File: config.mk
export PLATFORM = sky130hd
export DESIGN_NAME = rtc_tick_irq
export DESIGN_NICKNAME = d
export VERILOG_FILES = /design/src/rtl/rtc_tick_pkg.sv /design/src/rtl/rtc_bus_decode.sv /design/src/rtl/rtc_tick_gen.sv /design/src/rtl/rtc_irq_status.sv /design/src/rtl/rtc_tick_irq.sv
export SDC_FILE = /design/constraint.sdc
export NUM_CORES = 1
export LEC_CHECK = 0
export BUFFER_PORTS_ARGS = -buffer_cell sky130_fd_sc_hd__buf_2
export CAP_MARGIN = 10
export CORE_MARGIN = 2
export CORE_UTILIZATION = 50
export DETAILED_ROUTE_END_ITERATION = 16
export PLACE_DENSITY = 0.8
export REMOVE_ABC_BUFFERS = 1
export SETUP_SLACK_MARGIN = 0.3
export SLEW_MARGIN = 10
export SYNTH_ARGS = -nofsm -noshare
export SYNTH_HDL_FRONTEND = slang
export SYNTH_HIERARCHICAL = 1
export SYNTH_SLANG_ARGS = --single-unit
File: constraint.sdc
create_clock -name clk -period 2.9 [get_ports clk]
set_input_delay 0.29 -clock clk [delete_from_list [all_inputs] [get_ports clk]]
set_output_delay 0.29 -clock clk [all_outputs]
set_load 0.01 [all_outputs]
File: src/rtl/rtc_tick_pkg.sv
package rtc_tick_pkg;

    localparam int BYTE_W   = 8;
    localparam int FLAG_W   = 7;

    // register offsets
    localparam int OFS_FLAGS = 'h10;
    localparam int OFS_CTRL  = 'h11;

    // flag byte bit positions
    localparam int FB_PEND = 7;
    localparam int FB_HSEC = 1;

    // control byte bit positions
    localparam int CB_IEN  = 4;
    localparam int CB_RUN  = 3;

    typedef struct packed {
        logic [BYTE_W-1:0] mask;
        logic [BYTE_W-1:0] ctrl;
        logic [BYTE_W-1:0] rdata;
    } host_regs_t;

endpackage

File: src/rtl/rtc_bus_decode.sv
module rtc_bus_decode
    import rtc_tick_pkg::*;
#(
    parameter int ADDR_W = 5
) (
    input  logic              sel,
    input  logic              wr,
    input  logic [ADDR_W-1:0] addr,
    output logic              wr_mask,
    output logic              wr_ctrl,
    output logic              rd_flags,
    output logic              rd_ctrl
);

    localparam logic [ADDR_W-1:0] A_FLAGS = ADDR_W'(OFS_FLAGS);
    localparam logic [ADDR_W-1:0] A_CTRL  = ADDR_W'(OFS_CTRL);

    logic hit_flags;
    logic hit_ctrl;

    always_comb begin
        hit_flags = (addr == A_FLAGS);
        hit_ctrl  = (addr == A_CTRL);
        wr_mask   = sel &&  wr && hit_flags;
        wr_ctrl   = sel &&  wr && hit_ctrl;
        rd_flags  = sel && !wr && hit_flags;
        rd_ctrl   = sel && !wr && hit_ctrl;
    end

endmodule

File: src/rtl/rtc_tick_gen.sv
module rtc_tick_gen #(
    parameter int CYCLES_PER_TICK = 500000
) (
    input  logic clk,
    input  logic rst_n,
    input  logic active,   // run and hundredth mask both set
    input  logic touch,    // register write: restart the interval
    output logic tick
);

    localparam int CNT_W = (CYCLES_PER_TICK > 1) ? $clog2(CYCLES_PER_TICK) : 1;
    localparam logic [CNT_W-1:0] LAST = CNT_W'(CYCLES_PER_TICK - 1);

    logic [CNT_W-1:0] cnt_d, cnt_q;
    logic             at_last;

    always_comb begin
        at_last = (cnt_q == LAST);
        tick    = active && !touch && at_last;
        if (!active || touch || at_last) begin
            cnt_d = '0;
        end else begin
            cnt_d = cnt_q + 1'b1;
        end
    end

    always_ff @(posedge clk or negedge rst_n) begin
        if (!rst_n) begin
            cnt_q <= '0;
        end else begin
            cnt_q <= cnt_d;
        end
    end

endmodule

File: src/rtl/rtc_irq_status.sv
module rtc_irq_status
    import rtc_tick_pkg::*;
(
    input  logic              clk,
    input  logic              rst_n,
    input  logic [FLAG_W-1:0] set_vec,   // one-cycle event per flag
    input  logic              clr,       // read-clear of the flag byte
    input  logic [FLAG_W-1:0] mask,
    input  logic              ien,
    output logic [FLAG_W-1:0] flags,
    output logic              irq
);

    logic [FLAG_W-1:0] flags_d, flags_q;

    always_comb begin
        flags_d = clr ? '0 : flags_q;
        // a new event is kept even when the clear lands on the same edge
        flags_d = flags_d | set_vec;
        irq     = ien && |(flags_q & mask);
        flags   = flags_q;
    end

    always_ff @(posedge clk or negedge rst_n) begin
        if (!rst_n) begin
            flags_q <= '0;
        end else begin
            flags_q <= flags_d;
        end
    end

endmodule

File: src/rtl/rtc_tick_irq.sv
module rtc_tick_irq
    import rtc_tick_pkg::*;
#(
    parameter int ADDR_W          = 5,
    parameter int CYCLES_PER_TICK = 500000
) (
    input  logic              clk,
    input  logic              rst_n,
    input  logic              sel,
    input  logic              wr,
    input  logic [ADDR_W-1:0] addr,
    input  logic [7:0]        wdata,
    output logic [7:0]        rdata,
    output logic              irq
);

    logic wr_mask, wr_ctrl, rd_flags, rd_ctrl;
    logic touch, active, tick;
    logic [FLAG_W-1:0] set_vec;
    logic [FLAG_W-1:0] flags_q;
    logic [BYTE_W-1:0] mask_q, ctrl_q;

    host_regs_t st_d, st_q;

    rtc_bus_decode #(.ADDR_W(ADDR_W)) i_dec (
        .sel      (sel),
        .wr       (wr),
        .addr     (addr),
        .wr_mask  (wr_mask),
        .wr_ctrl  (wr_ctrl),
        .rd_flags (rd_flags),
        .rd_ctrl  (rd_ctrl)
    );

    always_comb begin
        mask_q  = st_q.mask;
        ctrl_q  = st_q.ctrl;
        touch   = wr_mask || wr_ctrl;
        active  = st_q.ctrl[CB_RUN] && st_q.mask[FB_HSEC];
        set_vec = '0;
        set_vec[FB_HSEC] = tick;
    end

    rtc_tick_gen #(.CYCLES_PER_TICK(CYCLES_PER_TICK)) i_tick (
        .clk    (clk),
        .rst_n  (rst_n),
        .active (active),
        .touch  (touch),
        .tick   (tick)
    );

    rtc_irq_status i_stat (
        .clk     (clk),
        .rst_n   (rst_n),
        .set_vec (set_vec),
        .clr     (rd_flags),
        .mask    (st_q.mask[FLAG_W-1:0]),
        .ien     (st_q.ctrl[CB_IEN]),
        .flags   (flags_q),
        .irq     (irq)
    );

    always_comb begin
        st_d = st_q;
        if (wr_mask) begin
            st_d.mask = {1'b0, wdata[FLAG_W-1:0]};
        end
        if (wr_ctrl) begin
            st_d.ctrl = wdata;
        end
        if (sel && !wr) begin
            if (rd_flags) begin
                st_d.rdata = {irq, flags_q};
            end else if (rd_ctrl) begin
                st_d.rdata = st_q.ctrl;
            end else begin
                st_d.rdata = '0;
            end
        end
        rdata = st_q.rdata;
    end

    always_ff @(posedge clk or negedge rst_n) begin
        if (!rst_n) begin
            st_q <= '0;
        end else begin
            st_q <= st_d;
        end
    end

endmodule

==> out/results.ini <==
[synth]
async_flop_share_pct=100
yosysWarnings=6
synth_area_per_cell_um2=11.2
synth_seq_area_share_pct=53.8
synth_area_um2=2280
synth_cells=203
synth-main-ff-cell=dfrtp_1
synth_edf_count=0
synth-seq-cells=49
synth.distinct_cells=46

[grt]
antenna_found_initial=0
overflow=0
grt_pass1_vias=1567
groute.usage.overall_pct=17.7
grt_max_degree=50
grt_pass1_wl_um=7090

[routing]
wl_um=4030
wl_per_cell_um=13.9
drtIter0Drc=115
via_per_inst=5.36
ant_nets=0
route.detailed.drc=0
dr.pass1.iters=5
vias=1555

[cts]
insertion_delay_ns=0.31
cts_hold_buf=0
path_clk_slew_ns=0.10
cts-root-buf=clkbuf_8
cts_made_buffers=5
clk_path_buf_depth=2
post_cts_buffers=0
cts_resized=0
cts_sinks=49
cts_tree=yes
htreeDepth=2

[placement]
dp_hpwl_um=2860
port_buffers=25
place_inst=282
place_congestion=0.763

[setup_path]
r2r_end=i_tick/cnt_q[17]
max_stage_delay_ns=0.65
worstSetupPathType=flop to flop
crit_end=i_tick/cnt_q[17]
critPathSlowestCell=or4_1
end_kind=flop
worstPathArrival_ns=2.19
worstReg2RegStart=i_tick/cnt_q[2]
cpMostUsedCell=or4_1
crit_start=i_tick/cnt_q[2]
setup.worst_path.start_class=flop
critical_path.cell_chain=nand3_2 > or4_1 > or4_1 > a21oi_1
crit_required_ns=3.14
worstPathMaxFanout=7
worst-r2r-cell-count=4
rrSetupSlack_ns=0.95

[power_and_ir_drop]
fin_total_pwr_w=0.00129
p_leak_nw=1.05
power.density_nw_per_um2=506
peakVddDrop_mv=0.255

[timing]
rsz0062_at_grt=no
slew_headroom_pct=29.1
period_needed_ns=1.95
max_freq_mhz=514
drv_slew=0
worst_pin_slew_ns=1.06
hold_violations=0
tns_ns=0
fin_worst_skew_ns=0.0127
period_share_pct=67.1
finalSetupViolations=0

[layout]
area_delta_synth_final_pct=12.2
final_cell_mix=dfrtp_1, buf_2, nor2_1, mux2_2, nand2_1
diodes=0
nFillCells=361
multiInputGateArea_um2=988
stdcell_count=290
layout.cells.most_common=dfrtp_1
nets=255
seq_area_um2=1230
drive_gt1_share_pct=28.2

[die]
fp-row-count=24
start_util_pct=51.9
coreArea_um2=4380
die_h_um=71.5
fp.dieW_um=71.5
dieArea_um2=5110
pin_count=26

[flow_run]
cap_violations=0

[min_path]
min_path_type=primary input to asynchronous set/reset pin

[run_status]
status=finished clean

==> worst max-delay path: cells and delay by family (launching register included) <==
family / cells / cell delay [ns]
and+or+nand+nor: 3 / 1.31
DFF: 1 / 0.43
AOI/OAI and AO/OA: 1 / 0.14
==> layout make-up <==
class	instances	share of cell area (%)
clock inverters	3	0.979
clock buffers	5	2.69
inverters	7	1.03
well taps	52	2.55
repair buffers	29	6.07
flip-flops and latches	49	48.0
multi-input cells	145	38.7
==> state kept, by name, summed over array words and instances (netlist names) <==
name,flops
rdata,8
i_stat/flags,7
mask_q,7
ctrl_q,8
i_tick/cnt_q,19
==> worst min path at each step <==
stage | start | end
2_1_floorplan | rst_n | ctrl_q[0]
3_3_place_gp | i_tick/cnt_q[0] | i_tick/cnt_q[0]
3_5_place_dp | i_tick/cnt_q[0] | i_tick/cnt_q[0]
4_1_cts | rst_n | ctrl_q[2]
5_1_grt | wdata[0] | ctrl_q[0]
6_report | rst_n | ctrl_q[6]
==> routing by layer <==
layer	wire length (um)	up-vias	global-route usage [%]
li1	-	783	-
met5	0	-	0
met4	67	0	5.45
met3	197	7	4.78
met1	1930	721	23.6
met2	1840	44	28.5
==> where the power goes <==
group	total (W)	switching, W	internal [W]	leakage, nW
Sequential	0.000749	0.0000242	0.000724	0.628
Clock	0.000422	0.000246	0.000176	0.0452
Combinational	0.000123	0.0000635	0.0000594	0.381
==> synthesized netlist by cell type (all sizes together), types with 5 or more instances <==
cell type  count  area (um^2)
nor2          25         98.8
nor4           5         31.3
xnor2          9         78.8
dfrtp         49         1230
nand3          5         35.0
inv            7         26.3
a22oi          8         60.1
a21o           7         52.6
mux2          15          169
nand2         11         41.3
buf            6         51.3
a21oi         11         62.6
==> stage by stage <==
stage / utilization, % / worst slack, ns / instance area, um^2 / hold slack, ns
2_1_floorplan: - / 0.376 / 2240 / -0.00559
3_3_place_gp: 56.1 / 0.830 / 2460 / 0.469
3_5_place_dp: 56.1 / 0.767 / 2460 / 0.482
4_1_cts: 58.3 / 0.947 / 2550 / 0.196
5_1_grt: 58.3 / 0.696 / 2550 / 0.202
6_report: 58.3 / 0.953 / 2550 / 0.162
==> cell families after synthesis <==
family / synth area share [%]
XOR/XNOR: 4.62
AND/OR/NAND/NOR: 18.4
AO/OA/AOI/OAI: 11.5
buffers and inverters: 3.57
other: 0.165
adder cells (fa/ha/maj): 0.549
multiplexers: 7.42
flip-flops: 53.8
Power figures use the tool's default switching activity.
